<file path="config.mk">
export PLATFORM = sky130hd
export DESIGN_NAME = ctl_i2c_target
export DESIGN_NICKNAME = d
export VERILOG_FILES = /design/src/rtl/ctlreg_pkg.sv /design/src/rtl/i2c_line_sync.sv /design/src/rtl/i2c_rx_fsm.sv /design/src/rtl/ctl_reg_bank.sv /design/src/rtl/ctl_i2c_target.sv
export SDC_FILE = /design/constraint.sdc
export NUM_CORES = 1
export LEC_CHECK = 0
export ABC_AREA = 1
export BUFFER_PORTS_ARGS = -buffer_cell sky130_fd_sc_hd__buf_2
export CORE_UTILIZATION = 40
export CTS_CLUSTER_DIAMETER = 30
export DETAILED_ROUTE_END_ITERATION = 12
export REMOVE_ABC_BUFFERS = 1
export SYNTH_ARGS = -nofsm -noshare
export SYNTH_HDL_FRONTEND = slang
export SYNTH_SLANG_ARGS = --single-unit
</file>
<file path="constraint.sdc">
create_clock -name clk -period 4 [get_ports clk]
set_input_delay 0.4 -clock clk [delete_from_list [all_inputs] [get_ports clk]]
set_output_delay 0.4 -clock clk [all_outputs]
set_load 0.005 [all_outputs]
</file>
<file path="src/rtl/ctlreg_pkg.sv">
package ctlreg_pkg;

  typedef enum logic [1:0] {
    RX_IDLE = 2'd0,
    RX_BITS = 2'd1,
    RX_ACK  = 2'd2,
    RX_SKIP = 2'd3
  } rx_state_e;

  typedef enum logic [1:0] {
    KIND_ADDR = 2'd0,
    KIND_PTR  = 2'd1,
    KIND_DATA = 2'd2
  } byte_kind_e;

  typedef struct packed {
    logic              ok;
    logic signed [3:0] db;
  } gain_dec_t;

  localparam logic [1:0] SRC_MUTE = 2'd0;

  function automatic gain_dec_t gain_lookup(input logic [2:0] code);
    gain_dec_t r;
    r.ok = 1'b1;
    r.db = 4'sd0;
    case (code)
      3'b011:  r.db = -4'sd6;
      3'b010:  r.db = -4'sd4;
      3'b000:  r.db = 4'sd0;
      3'b110:  r.db = 4'sd4;
      3'b111:  r.db = 4'sd6;
      default: r.ok = 1'b0;
    endcase
    return r;
  endfunction

endpackage

</file>
<file path="src/rtl/i2c_line_sync.sv">
module i2c_line_sync #(
  parameter int STAGES = 2
) (
  input  logic clk,
  input  logic rst,
  input  logic scl_i,
  input  logic sda_i,
  output logic sda_s,
  output logic scl_rise,
  output logic scl_fall,
  output logic start_det,
  output logic stop_det
);
  logic [STAGES-1:0] scl_pipe;
  logic [STAGES-1:0] sda_pipe;
  logic scl_d, sda_d, scl_s;

  genvar g;
  generate
    for (g = 0; g < STAGES; g++) begin : g_stage
      if (g == 0) begin : g_first
        always_ff @(posedge clk) begin
          if (rst) begin
            scl_pipe[0] <= 1'b1;
            sda_pipe[0] <= 1'b1;
          end else begin
            scl_pipe[0] <= scl_i;
            sda_pipe[0] <= sda_i;
          end
        end
      end else begin : g_next
        always_ff @(posedge clk) begin
          if (rst) begin
            scl_pipe[g] <= 1'b1;
            sda_pipe[g] <= 1'b1;
          end else begin
            scl_pipe[g] <= scl_pipe[g-1];
            sda_pipe[g] <= sda_pipe[g-1];
          end
        end
      end
    end
  endgenerate

  assign scl_s = scl_pipe[STAGES-1];
  assign sda_s = sda_pipe[STAGES-1];

  always_ff @(posedge clk) begin
    if (rst) begin
      scl_d <= 1'b1;
      sda_d <= 1'b1;
    end else begin
      scl_d <= scl_s;
      sda_d <= sda_s;
    end
  end

  assign scl_rise  = scl_s & ~scl_d;
  assign scl_fall  = ~scl_s & scl_d;
  assign start_det = scl_s & scl_d & sda_d & ~sda_s;
  assign stop_det  = scl_s & scl_d & ~sda_d & sda_s;
endmodule

</file>
<file path="src/rtl/i2c_rx_fsm.sv">
module i2c_rx_fsm
  import ctlreg_pkg::*;
#(
  parameter logic [6:0] DEV_ADDR = 7'h77,
  parameter int         PTR_W    = 8
) (
  input  logic             clk,
  input  logic             rst,
  input  logic             sda_s,
  input  logic             scl_rise,
  input  logic             scl_fall,
  input  logic             start_det,
  input  logic             stop_det,
  output logic             sda_oe,
  output logic             wr_en,
  output logic [PTR_W-1:0] wr_addr,
  output logic [7:0]       wr_data
);
  localparam logic [7:0] ADDR_BYTE = {DEV_ADDR, 1'b0};

  rx_state_e        st;
  byte_kind_e       kind;
  logic [3:0]       bit_cnt;
  logic [7:0]       shreg;
  logic [PTR_W-1:0] ptr;
  logic             byte_done;

  assign byte_done = (st == RX_BITS) && scl_fall && (bit_cnt == 4'd8);

  always_ff @(posedge clk) begin
    if (rst) begin
      st      <= RX_IDLE;
      kind    <= KIND_ADDR;
      bit_cnt <= '0;
      shreg   <= '0;
      ptr     <= '0;
      sda_oe  <= 1'b0;
      wr_en   <= 1'b0;
      wr_addr <= '0;
      wr_data <= '0;
    end else begin
      wr_en <= 1'b0;
      if (start_det) begin
        st      <= RX_BITS;
        kind    <= KIND_ADDR;
        bit_cnt <= '0;
        sda_oe  <= 1'b0;
      end else if (stop_det) begin
        st      <= RX_IDLE;
        bit_cnt <= '0;
        sda_oe  <= 1'b0;
      end else begin
        case (st)
          RX_BITS: begin
            if (scl_rise && bit_cnt < 4'd8) begin
              shreg   <= {shreg[6:0], sda_s};
              bit_cnt <= bit_cnt + 4'd1;
            end else if (byte_done) begin
              bit_cnt <= '0;
              case (kind)
                KIND_ADDR: begin
                  if (shreg == ADDR_BYTE) begin
                    kind   <= KIND_PTR;
                    sda_oe <= 1'b1;
                    st     <= RX_ACK;
                  end else begin
                    st <= RX_SKIP;
                  end
                end
                KIND_PTR: begin
                  ptr    <= PTR_W'(shreg);
                  kind   <= KIND_DATA;
                  sda_oe <= 1'b1;
                  st     <= RX_ACK;
                end
                default: begin
                  wr_en   <= 1'b1;
                  wr_addr <= ptr;
                  wr_data <= shreg;
                  ptr     <= ptr + 1'b1;
                  sda_oe  <= 1'b1;
                  st      <= RX_ACK;
                end
              endcase
            end
          end
          RX_ACK: begin
            if (scl_fall) begin
              sda_oe <= 1'b0;
              st     <= RX_BITS;
            end
          end
          default: ;
        endcase
      end
    end
  end
endmodule

</file>
<file path="src/rtl/ctl_reg_bank.sv">
module ctl_reg_bank
  import ctlreg_pkg::*;
#(
  parameter int NUM_REGS  = 5,
  parameter int FIRST_SUB = 1,
  parameter int PTR_W     = 8
) (
  input  logic                    clk,
  input  logic                    rst,
  input  logic                    wr_en,
  input  logic [PTR_W-1:0]        wr_addr,
  input  logic [7:0]              wr_data,
  output logic [NUM_REGS*8-1:0]   regs_flat,
  output logic [1:0]              src_sel,
  output logic signed [3:0]       gain_db
);
  localparam logic [PTR_W-1:0] DECODE_SUB = PTR_W'(FIRST_SUB);

  genvar g;
  generate
    for (g = 0; g < NUM_REGS; g++) begin : g_reg
      localparam logic [PTR_W-1:0] MY_SUB = PTR_W'(FIRST_SUB + g);
      logic [7:0] r;
      always_ff @(posedge clk) begin
        if (rst)
          r <= '0;
        else if (wr_en && wr_addr == MY_SUB)
          r <= wr_data;
      end
      assign regs_flat[g*8 +: 8] = r;
    end
  endgenerate

  gain_dec_t gdec;
  logic      sel_hit;

  assign gdec    = gain_lookup(wr_data[5:3]);
  assign sel_hit = wr_en && (wr_addr == DECODE_SUB);

  always_ff @(posedge clk) begin
    if (rst) begin
      src_sel <= SRC_MUTE;
      gain_db <= 4'sd0;
    end else if (sel_hit) begin
      if (!wr_data[2]) src_sel <= wr_data[1:0];
      if (gdec.ok)     gain_db <= gdec.db;
    end
  end
endmodule

</file>
<file path="src/rtl/ctl_i2c_target.sv">
module ctl_i2c_target
  import ctlreg_pkg::*;
#(
  parameter logic [6:0] DEV_ADDR    = 7'h77,
  parameter int         NUM_REGS    = 5,
  parameter int         FIRST_SUB   = 1,
  parameter int         SYNC_STAGES = 2
) (
  input  logic                  clk,
  input  logic                  rst,
  input  logic                  scl_i,
  input  logic                  sda_i,
  output logic                  sda_oe,
  output logic [NUM_REGS*8-1:0] regs_flat,
  output logic [1:0]            src_sel,
  output logic signed [3:0]     gain_db
);
  localparam int PTR_W = 8;

  logic             sda_s, scl_rise, scl_fall, start_det, stop_det;
  logic             wr_en;
  logic [PTR_W-1:0] wr_addr;
  logic [7:0]       wr_data;

  i2c_line_sync #(.STAGES(SYNC_STAGES)) u_sync (
    .clk(clk), .rst(rst), .scl_i(scl_i), .sda_i(sda_i),
    .sda_s(sda_s), .scl_rise(scl_rise), .scl_fall(scl_fall),
    .start_det(start_det), .stop_det(stop_det)
  );

  i2c_rx_fsm #(.DEV_ADDR(DEV_ADDR), .PTR_W(PTR_W)) u_fsm (
    .clk(clk), .rst(rst), .sda_s(sda_s), .scl_rise(scl_rise),
    .scl_fall(scl_fall), .start_det(start_det), .stop_det(stop_det),
    .sda_oe(sda_oe), .wr_en(wr_en), .wr_addr(wr_addr), .wr_data(wr_data)
  );

  ctl_reg_bank #(.NUM_REGS(NUM_REGS), .FIRST_SUB(FIRST_SUB), .PTR_W(PTR_W)) u_bank (
    .clk(clk), .rst(rst), .wr_en(wr_en), .wr_addr(wr_addr), .wr_data(wr_data),
    .regs_flat(regs_flat), .src_sel(src_sel), .gain_db(gain_db)
  );
endmodule

</file>
==> results of run 1 <==
## routing by layer
| layer | vias up | global-route usage | routed length [um] |
|---|---|---|---|
| met5 | - | 0 | 0 |
| met4 | 0 | 0.05626 | 95 |
| met3 | 6 | 0.04255 | 304 |
| met2 | 65 | 0.2985 | 4100 |
| met1 | 1518 | 0.2396 | 4198 |
| li1 | 1717 | - | - |
## cell type report
cell class                 count  share of cell area
sequential                    93              0.4351
multi-input combinational    339              0.3813
timing repair buffer          51             0.06082
inverter                      46             0.04035
tap                          108             0.03158
clock buffer                   9             0.02895
clock inverter                 6             0.02193
## metrics by stage
stage,worst slack [ns],utilization,std cells,hold WS [ns]
detailed placement,1.703,0.4568,637,0.3959
floorplan,2.166,-,478,0.3895
global route,1.335,0.4813,652,0.1997
CTS,1.698,0.4813,652,0.2075
finish,1.648,0.4813,652,0.2255
global placement,1.845,0.4568,637,0.3979
## path summary, 6_finish.rpt
kind / from / slack (ns) / end
worst min-delay path: sda_i / 0.23 / u_sync.sda_pipe[0]$_SDFF_PP1_
worst min register to register: u_sync.sda_pipe[0]$_SDFF_PP1_ / 0.42 / u_sync.sda_s$_SDFF_PP1_
worst max register to register: u_fsm.st[1]$_SDFFE_PP0P_ / 1.65 / u_fsm.wr_data[1]$_SDFFE_PP0P_
worst max-delay path: u_fsm.st[1]$_SDFFE_PP0P_ / 1.65 / u_fsm.wr_data[1]$_SDFFE_PP0P_
## power breakdown
part           switching [mW]  internal, mW
clock network           0.331         0.355
logic                  0.0368        0.0166
registers             0.00311         0.931
total                   0.371          1.30
## cell usage in the layout (no fill, tap or decap), types with 2 or more instances in the layout
cell type and instances:
dfxtp_1 93, nand2_1 89, a21oi_1 66, nor2_1 64, o21ai_0 56, buf_2 49
inv_1 43, nand3_1 29, clkbuf_8 9, ha_1 5, or2_2 4, inv_2 3
nor2_2 3, nand4_1 3, inv_6 3, nand4_2 2, nor2_4 2, nand3_2 2
o22ai_1 2, nor3_1 2, a31oi_1 2, bufinv_16 2, buf_4 2
## flip-flops by register name, indices dropped and copies added (netlist names), 2 cells and up
signal and cells:
u_bank.g.r 40, u_bank.gain_db 3, u_bank.src_sel 2, u_fsm.bit_cnt 4, u_fsm.kind 2, u_fsm.ptr 8
u_fsm.shreg 8, u_fsm.st 2, u_fsm.wr_addr 8, u_fsm.wr_data 8
## kinds of logic (layout without fill, tap and decap cells)
logic type,after synthesis,after routing
AO/OA/AOI/OAI,127,127
adder cells (fa/ha/maj),5,5
buffers and inverters,64,112
flip-flops,93,93
other,1,1
AND/OR/NAND/NOR,206,206
## critical path: stages (launching register included)
cell	delay, ns
dfxtp_1	0.32
inv_1	0.07
ha_1	0.22
nand2_1	0.08
nor3_2	0.19
nand3_1	0.75
o21ai_0	0.51
a21oi_1	0.07
==> impl.org, run 1 <==
** Flow run
- Total of max-cap violations :: 0

** Yosys
- Cell type contributing the most total cell area after synthesis :: dfxtp_1
- Yosys mapped a number of flops with a built-in enable equal to 0.
- For this run, the register share of the synthesized area comes to 0.4965.
- After synthesis, the largest family of logic cells by area is simple AND/OR/NAND/NOR gates.
- Cell types with the largest area share after synthesis :: dfxtp_1 50%, nand2_1 8.9%, a21oi_1 8.8%
- Most used standard cell by instance count after synthesis :: dfxtp_1
- Area of the mapped netlist :: roughly 3700 sq um
- Fraction of synthesis flops using an asynchronous set or reset pin :: 0
- Synthesis produced 496 cells.
- Number of unique standard cell types used by synthesis :: 29
- Average instance area after synthesis :: about 7.6 sq um
- Of the post-synthesis cell area, the dominant cell type holds 0.4965.
- Post-Synth Simple-Gate Area :: 0.2459
- The compound-gate portion of the synthesized area is 0.1715.
- Of the total synthesized cell area, the portion taken by XOR and XNOR cells is 0.
- Multiplexer fraction of the synthesized cell area :: 0
- Of the total synthesized cell area, the portion taken by full adders, half adders and majority gates is 0.01668.
- During synthesis, Yosys emitted a total of 0 warnings.
- The most used flip-flop cell after synthesis is dfxtp_1.
- Seq cells post-synth :: 93
- By count the netlist is led by 93 x dfxtp_1, 89 x nand2_1, 66 x a21oi_1.

** GRT
- Vias in the first global route :: between 2000 and 3000
- Remaining global-route overflow :: 0
- Entering global routing, the biggest net connects 36 pins.
- First-pass GRT wire length :: 14120 um
- The initial antenna violation count is 0.
- Combined global-route utilization of all metal layers :: 0.1827

** Timing
- Shortest clock period the worst path allows after layout :: 2.352 ns
- Transition at the pin with the smallest max-transition slack :: 1.030 ns
- Setup violations remaining at the end of the flow were counted as 0.
- After routing, the total negative slack on setup checks comes to 0 ns.
- Final-report hold violation count :: 0
- Derived from the worst setup path, the maximum achievable clock frequency is 0.4251 GHz.
- Number of max-slew violations in the final report :: 0
- Tcrit/Tclk final :: 0.5881
- Setup repair after global routing missed its margin :: false
- Worst Clk Skew :: 0.01302 ns
- Slew margin rel. :: 0.3112

** Clock network
- Setup fix buffers added after clock tree synthesis :: 0
- No sink is reached through more buffers than the 2 on the longest clock path.
- Hold buffer count at cts :: 0
- In this run, post-CTS repair resized a total of 0 instances.
- In this run the clock root is driven by a clkbuf_8.
- CTS clk-pin slew, worst paths :: 0.09 ns
- Counting every sink on the clock net gives 93.
- Clock tree from TritonCTS :: built
- Number of H-tree levels :: 3
- Clock latency on the worst-skew pair, taken at its later pin, is 0.36 ns.
- Clock tree synthesis inserted a total of 9 buffers.

** Floorplan
- From bottom edge to top edge, the die measures 98.82 um.
- After floorplanning, the core was sized to cover 8891 sq um.
- Initial cell density of the core :: 0.4218
- The floorplan step defined a die boundary enclosing between 9000 and 10000 sq um.
- Ports placed on the boundary :: 51
- Row generation in the floorplan step produced 34 rows.
- Die width :: 98.82 um

** Setup path
- The critical path is of the reg -> reg type.
- Worst Path Required :: 4.20 ns
- For the worst flop-to-flop path, the logic depth is 7.
- Nature of the critical path startpoint :: register
- Of all nets on the critical path, the largest fanout is 33.
- The worst setup path is captured at a register.
- Data on the critical path arrives at its endpoint at around 2.6 ns.

** Outcome
- Outcome :: finished, final reports clean

** Hold path
- Worst hold path stage count :: 2
- The path class of the tightest hold or removal check is in -> reg.

** Routing
- The detail route stage leaves a number of antenna-violating nets equal to 0.
- Post-detailed-route wirelength per cell :: approximately 13 um
- Detailed Routing Iterations Pass 1 :: 4
- After detailed routing, the total wire length is 8698 um.
- In this run, the number of DRC markers left after iteration 0 of detailed routing was 112.
- Using the TritonRoute via totals, the vias-per-cell ratio works out to 5.071.
- The detailed router placed around 3300 vias in this run.
- In the routed design, unresolved DRC markers number 0.

** Placement
- Post-DP HPWL :: 6104 um
- Global placer's final weighted congestion :: 0.8705
- Input/output buffers :: 49
- Placed cell areas :: 4061 sq um

** Final layout
- Summing all non-filler instances in the final layout gives an area of 4279 sq um.
- The repair_antennas step left the layout with diodes totalling 0.
- Relative to the synthesized area, the layout overhead comes to 14.11%.
- Net count reported at finish :: ~550
- FF/Latch Area :: 1862 sq um
- Of the cells placed in the final design, the portion with a size suffix greater than 1 is 0.1599.
- The multi-input combinational cells in the finished layout cover a total of 1632 sq um.
- The filler cells instantiated in the layout total 932.

** Power and ir drop
- In this run the power density over the cells is 391.1 nW/um^2.
- Across the VDD grid, the largest voltage drop is around 190 uV.
- Static leakage :: 1.794 nW
- Final Power :: about 1.7 mW
No activity file was read; power rests on OpenSTA's default activity.
==> run 2, diff against run 1 <==
- clock period: 4 -> 1.9 ns (I/O delays scaled with it)
==> run 2 against run 1 <==
Sequential share of layout area down 0.98 points. Fmax increased by 47%. Count of clock-buffer cells in the layout grew 1. Combinational power increased by 110%. Via count fell by 0.24%. First-iteration DRC count grew 26%. Sequential cell count did not move. Largest cell class unchanged. Cell count rose by 1.2%. Sequential power rose by 110%.
==> impl.org, run 2 (synthesis results as in run 1) <==
** Outcome
- Outcome :: finished, final reports clean

** Routing
- In this run the remaining antenna-violating nets after routing total 0.
- After detailed routing, the number of vias per cell comes to approximately 5.
- For this block, wires on met1 add up to 4183 um.
- Met2 routed WL :: 3806 um
- The routed layout has 3298 vias.
- Sum of met3 wire segment lengths after detailed routing :: 385 um
- Before antenna repair, the detailed router went through 4 iterations.
- Initial detailed-routing violation count :: 141
- Post-detailed-route wirelength per cell :: 12.88 um
- DRC violations left :: 0
- Routed WL :: 8501 um
- The highest layer touched by signal routing is met4.

** Setup path
- The number of buffers and inverters on the critical path is 2.
- Library cell contributing the largest single delay on the critical path :: dfxtp_1
- The critical path crosses 8 cells after its start point.
- Along the worst path, the maximum fanout reaches 10.
- Data on the critical path arrives at its endpoint at 1.88 ns.
- Kind of end point of the critical path :: register
- Worst Path Required :: about 2.2 ns
- The worst register-to-register path has a depth of 8.
- The signal on the critical path passes through inv_1, ha_1, nand2_1, nor3_2, nand3b_2, inv_2, o21ai_0, a21oi_1.
- Dominant delay contributor by cell family on the critical path :: simple AND/OR/NAND/NOR gates
- Nature of the critical path startpoint :: register
- Critical Path Max Stage Delay :: 0.32 ns
- Setup CP Type :: reg -> reg

** Placement
- Global placer's final weighted congestion :: roughly 0.8
- DP Worst Slack :: 0.1884 ns
- After detailed placement, the design holds a cell count of 639.
- The wire-length estimate of the detail-placed layout is 6099 um.
- Placed cell areas :: 4076 sq um
- Input/output buffers :: 49

** Floorplan
- In this run the core area contains 34 standard-cell rows.
- Die ar. :: 9765 sq um
- For this configuration, the core starts out at a cell density of 0.4218.
- Vertical die dimension :: 98.82 um
- The core region is 8891 sq um.
- Ports placed on the boundary :: 51
- Measured along the x axis, the die boundary spans ~99 um.

** Final layout
- After the flow finishes, the layout carries non-filler instances totaling 660.
- 0 antenna diodes ended up in the layout.
- Commonest non-fill, non-tap cell in the layout :: dfxtp_1
- Number of flip-flops in the largest register :: 40
- Layout Area Growth over Synthesis :: 16.75%
- Design area :: 4378 sq um
- The top cell types in the final layout, fill and taps aside, are 93 x dfxtp_1, 89 x nand2_1, 66 x a21oi_1.
- Most flop-heavy register :: u_bank.g.r
- For this run, the share of the core covered by cells in the final layout is 0.4924.
- The filler cells instantiated in the layout total 890.
- Net count reported at finish :: 556
- In the final layout, the share of cells above drive strength 1 is 0.1667.

** Timing
- Tcrit/Tclk final :: 0.8434
- For the pin with the worst max-slew slack, the measured transition is 0.5554 ns.
- Setup violations remaining at the end of the flow were counted as 0.
- Final-report hold violation count :: 0
- Setup repair after global routing missed its margin :: false
- Shortest clock period the worst path allows after layout :: 1.602 ns
- Timing would allow up to 0.6241 GHz.
- Slew margin rel. :: 0.6285
- The max-slew violation count came to 0.
- Total negative setup slack :: 0 ns
- Setup slack on the critical path of the routed design comes to 0.2976 ns.
- Worst Clk Skew :: 0.008799 ns

** Clock network
- CTS placed an instance of clkbuf_8 at the clock tree root.
- Clock buffer count from CTS :: 9
- The H-tree generated during clock tree synthesis spans 3 levels.
- After clock tree synthesis, the repair step resized 0 gates.
- Clock-pin slew was measured on the worst setup and hold paths at ~0.09 ns.
- Clock Path Buffers :: 2
- CTS saw 93 sinks.
- Clk Latency, worst-skew pair :: 0.36 ns
- TritonCTS built the clock tree.

** GRT
- First-pass GRT wire length :: 14330 um
- The via count of the first global-routing pass came to 3020.
- Antenna violations before repair :: 0
- For this run, the total global-route usage over all layers was measured as 0.1842.
- Entering global routing, the biggest net connects 55 pins.
- After global routing the overflow that remains totals 0.

** Flow run
- Across the run, the number of max-cap violations was 0.

** Power and ir drop
- Static leakage :: 1.848 nW
- VDD IR-drop max :: 432.5 uV
- PwrDens :: 839.3 nW/um^2

** Hold path
- In this run the worst hold path is classified as in -> reg.
- The worst hold path was traced through 2 stages.
run 2: cell count changes in the layout (fill, tap and decap cells not counted), sizes merged:
cell and delta:
buf +5, bufinv +1, clkbuf +1, clkinv +1, clkinvlp -1, dlygate4sd3 +2
inv -1
run 2: area by class of cell:
type,count,area [sq um],area share
clock buffer,10,127.6,0.02915
timing repair buffer,58,330.3,0.07545
inverter,46,172.7,0.03944
clock inverter,6,118.9,0.02715
multi-input combinational,339,1632,0.3727
sequential,93,1862,0.4253
tap,108,135.1,0.03087
run 2: path summary, 6_finish.rpt:
path | start | to | slack, ns
setup / recovery | u_fsm.st[1]$_SDFFE_PP0P_ | u_fsm.ptr[3]$_SDFFE_PP0P_ | 0.30
hold reg to reg | u_sync.scl_pipe[0]$_SDFF_PP1_ | u_sync.scl_s$_SDFF_PP1_ | 0.41
hold / removal | rst | u_bank.src_sel[1]$_SDFFE_PP0P_ | 0.12
setup reg to reg | u_fsm.st[1]$_SDFFE_PP0P_ | u_fsm.ptr[3]$_SDFFE_PP0P_ | 0.30
run 2: per-layer routing:
metal,up-vias,GRT usage
met2,75,0.3007
met5,-,0
met4,0,0.06889
met3,8,0.03901
met1,1494,0.2396
li1,1721,-
run 2: metrics by stage:
step	power [mW]	hold slack [ns]
after floorplan	2.081	0.2591
after global placement	2.120	0.3752
after detailed placement	2.123	0.3776
after CTS	3.722	0.09495
after global routing	3.818	0.09704
final	3.674	0.1202
run 2: timing repair:
action / in CTS / in global routing
hold buffers: 2 / 0
endpoints found under the hold margin: 2 / 0
buffers inserted: 0 / 3
endpoints found under the setup margin: 0 / 3
run 2: power by group:
part	switching [mW]	total [mW]	leakage, nW	internal (mW)
clock	0.704	1.59	0.123	0.891
sequential	0.00691	1.97	0.750	1.96
combinational	0.0759	0.114	0.974	0.0380
run 2: worst reg2reg max path: cells and delay by family, from the launching register on:
kind / cells / cell delay, ns
AND/OR/NAND/NOR: 3 / 0.54
adder cells (fa/ha/maj): 1 / 0.19
buffers and inverters: 2 / 0.25
flip-flops: 1 / 0.32
AO/OA/AOI/OAI: 2 / 0.24
==> run 3, diff against run 2 <==
- ABC_AREA: 1 -> 0
- clock period: 1.9 -> 1.4 ns (I/O delays scaled with it)
==> run 3 against run 2 <==
The run now ends with negative setup slack left. Setup slack got worse by 0.83 ns. Power increased by 25%. Count of clock-buffer cells in the layout is the same. Synthesized cell count fell by 15%. Final area rose by 23%. Sequential share of layout area shrank 7.8 points. Global-route usage up 1.7 points. First-iteration DRC count is 34% lower. Sequential cell count unchanged. Fmax is 17% lower. Critical endpoint is now u_bank.gain_db[2]$_SDFFE_PP0P_. Highest routed layer unchanged.
==> impl.org, run 3 <==
** Yosys
- After synthesis the netlist holds a flip-flop and latch count of between 90 and 100.
- Most used standard cell by instance count after synthesis :: dfxtp_1
- Of the total synthesized cell area, the portion taken by AND, OR, NAND and NOR gates is 0.2106.
- Of the total synthesized cell area, the portion taken by XOR and XNOR cells is 0.006763.
- Most instantiated flip-flop cell in the synthesis netlist :: dfxtp_1
- Sorting the synthesized cells by how often they occur yields 93 x dfxtp_1, 61 x nor2_1, 56 x mux2i_1.
- Each instance of the synthesized netlist takes up on average around 9.2 sq um.
- Cell type contributing the most total cell area after synthesis :: dfxtp_1
- The compound-gate portion of the synthesized area was 0.09823.
- Yosys Warn Count :: 0
- After synthesis, the cell types taking the most area are dfxtp_1 48%, mux2i_1 14%, nor2_1 5.9%.
- Sequential area share after synthesis :: 0.4792
- Fraction of synthesis flops using an asynchronous set or reset pin :: 0
- Portion of synthesized cell area occupied by the leading cell type :: 0.4792
- After synthesis the cells add up to between 3000 and 4000 sq um.
- The netlist uses 52 different library cells.
- Adder-cell share of the synthesized area :: 0.01610
- Number of instances in the synthesized netlist :: approximately 420
- The synthesized design contains 0 enable-type register cells.
- Main combinational cell family by area after synthesis :: simple AND/OR/NAND/NOR gates
- Of the post-synthesis cell area, the part taken by muxes is 0.1472.

** Power and ir drop
- The share of total power dissipated in sequential elements is 0.583.
- Internal cell power :: 3.456 mW
- Of the total power, combinational logic draws 0.061.
- PwrDens :: between 800 and 900 nW/um^2
- P_sw :: 1.127 mW
- Static leakage :: 2.300 nW
- Sw Share :: 0.2458
- VDD IR-drop max :: between 500 and 600 uV
- Of the total power, the clock network draws 0.356.

** Final layout
- Most flop-heavy register :: u_bank.g.r
- Summing all non-filler instances in the final layout gives an area of 5385 sq um.
- Number of inserted diodes :: 0
- Commonest non-fill, non-tap cell in the layout :: dfxtp_1
- After filler insertion, the fill cell instance count of the layout stands at 829.
- Excluding fillers, the count of instances in the completed layout stands at roughly 660.
- Post-layout utilization of the core :: 0.5773
- Net count reported at finish :: 539
- Proportion of layout cells with a drive suffix above 1 :: 0.4000
- Number of flip-flops in the largest register :: 40
- Relative to the synthesized area, the layout overhead comes to 38.62%.
- In the layout the commonest cells are 88 x dfxtp_1, 58 x nor2_1, 55 x mux2i_1.

** Placement
- Input/output buffers :: 49
- In this run, placement finished with an instance count of 636.
- Routability-driven placement finished with a final weighted congestion of 0.8214.
- Placed cell areas :: 4712 sq um
- Detailed placement finished with a half-perimeter wire length of 6547 um.

** Timing
- Final-report hold violation count :: 0
- Once routing completed, OpenROAD measured the worst setup slack at -0.5287 ns.
- The tightest hold path in the finished design has a slack of 0.1291 ns.
- Based on the critical path, the design can be clocked at up to 0.5185 GHz.
- Total negative setup slack :: -22.06 ns
- In the finished design, the share of the clock period the worst path needs comes to 1.378.
- Shortest clock period the worst path allows after layout :: slightly below 2 ns
- Setup repair after global routing missed its margin :: true
- The max-slew violation count is 0.
- Setup violations remaining at the end of the flow were counted as 82.
- Worst Clk Skew :: 0.008840 ns

** Outcome
- The final reports fail on negative setup slack.
- The flow ran to the end, but the final reports show violations.

** Floorplan
- The region available for standard cell placement spans 9328 sq um.
- The floorplan step set the die height to between 100 and 150 um.
- Die width :: 100.6 um
- The initial utilization of the core area, before any placement, comes to 0.4165.
- Ports placed on the boundary :: about 50
- The floorplan has 35 rows.
- Die ar. :: 10110 sq um

** Clock network
- CTS clk-pin slew, worst paths :: 0.09 ns
- Clock tree from TritonCTS :: built
- Number of H-tree levels :: 3
- For the worst-skew pair, the clock arrives at the later sink with an insertion delay of 0.36 ns.
- CTS placed an instance of clkbuf_8 at the clock tree root.
- Clock buffer count from CTS :: 9
- Clock Path Buffers :: 2
- CTS sink count :: 93

** Hold path
- Start point of the worst min-delay path :: rst
- The worst hold path belongs to the class in -> reg.
- The worst hold path passes through 2 cells.
- For hold timing, the worst endpoint is u_fsm.wr_addr[7]$_SDFFE_PP0P_.

** Setup path
- For flop-to-flop paths, the worst setup slack is -0.53 ns.
- Traced cell by cell, the critical path runs through or4b_4, or4_4, buf_4, nor4_4, nor3_1.
- In this run the worst path has a maximum fanout of 8.
- The worst register-to-register path has a depth of 5.
- Nature of the critical path startpoint :: register
- The worst register-to-register path begins at u_fsm.wr_addr[4]$_SDFFE_PP0P_.
- Library cell contributing the largest single delay on the critical path :: or4b_4
- Kind of end point of the critical path :: register
- STA puts the critical path data required time at 1.66 ns.
- Critical Path Max Stage Delay :: 0.54 ns
- By startpoint and endpoint, the worst setup path is classified as reg -> reg.
- The endpoint identified for the worst register-to-register timing path is u_bank.gain_db[2]$_SDFFE_PP0P_.
- Worst endpoint data arrival time :: 2.18 ns

** Routing
- DRC violations left :: 0
- Routed WL :: 10020 um
- Dividing the detail-routed via count by the number of cells gives slightly above 5.
- Post-detailed-route wirelength per cell :: 15.08 um
- The detail route stage leaves a number of antenna-violating nets equal to 0.
- Initial detailed-routing violation count :: 93
- The final route contains 3366 vias.
- For this run, the detailed router's first-pass iteration total came to 4.

** GRT
- Remaining global-route overflow :: 0
- Entering global routing, the biggest net connects 42 pins.
- First-pass GRT wire length :: 15930 um
- In the global route stage, overall resource usage came out at 0.2016.
- Vias in the first global route :: 3315
- Antenna violations before repair :: 0

** Flow run
- Across the run, the number of max-cap violations was 0.
-- run 3: power by group through the flow --
stage	logic (mW)	registers, mW	clock network [mW]
floorplan	0.0808	2.73	0
global placement	0.202	2.73	0
detailed placement	0.205	2.73	0
CTS	0.251	2.67	1.68
global route	0.303	2.68	1.79
finish	0.280	2.67	1.63
-- run 3: worst max-delay path, delay by kind of cell, from the launching register on --
family / cells / cell delay (ns)
buffers and inverters: 1 / 0.18
DFF: 1 / 0.33
and+or+nand+nor: 4 / 1.31
-- run 3: routing by layer --
metal / share of wire / vias up / track usage
met5: 0 / - / 0
met4: 0.015 / 0 / 0.05909
met3: 0.029 / 15 / 0.04092
met2: 0.50 / 52 / 0.3456
met1: 0.46 / 1629 / 0.2559
li1: - / 1670 / -
-- run 3: worst max-delay path by stage --
stage | from | end | slack, ns | cells past startpoint
2_1_floorplan | u_fsm.wr_addr[4]$_SDFFE_PP0P_ | u_bank.gain_db[3]$_SDFFE_PP0P_ | -1.42 | 4
3_3_place_gp | u_fsm.wr_addr[4]$_SDFFE_PP0P_ | u_bank.g_reg[2].r[6]$_SDFFE_PP0P_ | -0.52 | 5
3_5_place_dp | u_fsm.wr_addr[4]$_SDFFE_PP0P_ | u_bank.src_sel[1]$_SDFFE_PP0P_ | -0.56 | 5
4_1_cts | u_fsm.wr_addr[4]$_SDFFE_PP0P_ | u_bank.g_reg[2].r[1]$_SDFFE_PP0P_ | -0.56 | 5
5_1_grt | u_fsm.wr_addr[4]$_SDFFE_PP0P_ | u_bank.g_reg[2].r[1]$_SDFFE_PP0P_ | -0.58 | 4
6_report | u_fsm.wr_addr[4]$_SDFFE_PP0P_ | u_bank.gain_db[2]$_SDFFE_PP0P_ | -0.53 | 5
-- run 3: repair_timing --
item                                    CTS  global route
endpoints found under the setup margin   86            86
endpoints found under the hold margin     2             0
setup buffers                             5             5
hold buffers                              2             0
cloned                                    4             0
gates resized for setup                  60            45
pin swaps                                25            38
-- run 3: logic make-up (layout without fill, tap and decap cells) --
family                     count (synthesis)  count (layout)
AOI/OAI and AO/OA                         60              60
xor gates and xnor gates                   3               3
adders and majority gates                  5               5
buffers and inverters                     39             152
DFF                                       93              93
muxes                                     57              57
other                                      1               1
and+or+nand+nor                          164             164
-- run 3: stage by stage --
step                setup WS [ns]  total power [mW]
finish                    -0.5287             4.583
global route              -0.5829             4.768
CTS                       -0.5591             4.603
detailed placement        -0.5627             2.935
global placement          -0.5158             2.932
floorplan                  -1.417             2.814
-- run 3: layout make-up --
class	count	area, sq um	area share
Clock buffer	10	127.6	0.02370
Clock inverter	6	43.79	0.008132
Inverter	14	52.55	0.009758
Multi-Input combinational cell	290	2206	0.4096
Sequential cell	93	1868	0.3469
Tap cell	129	161.4	0.02997
Timing Repair Buffer	122	925.9	0.1719
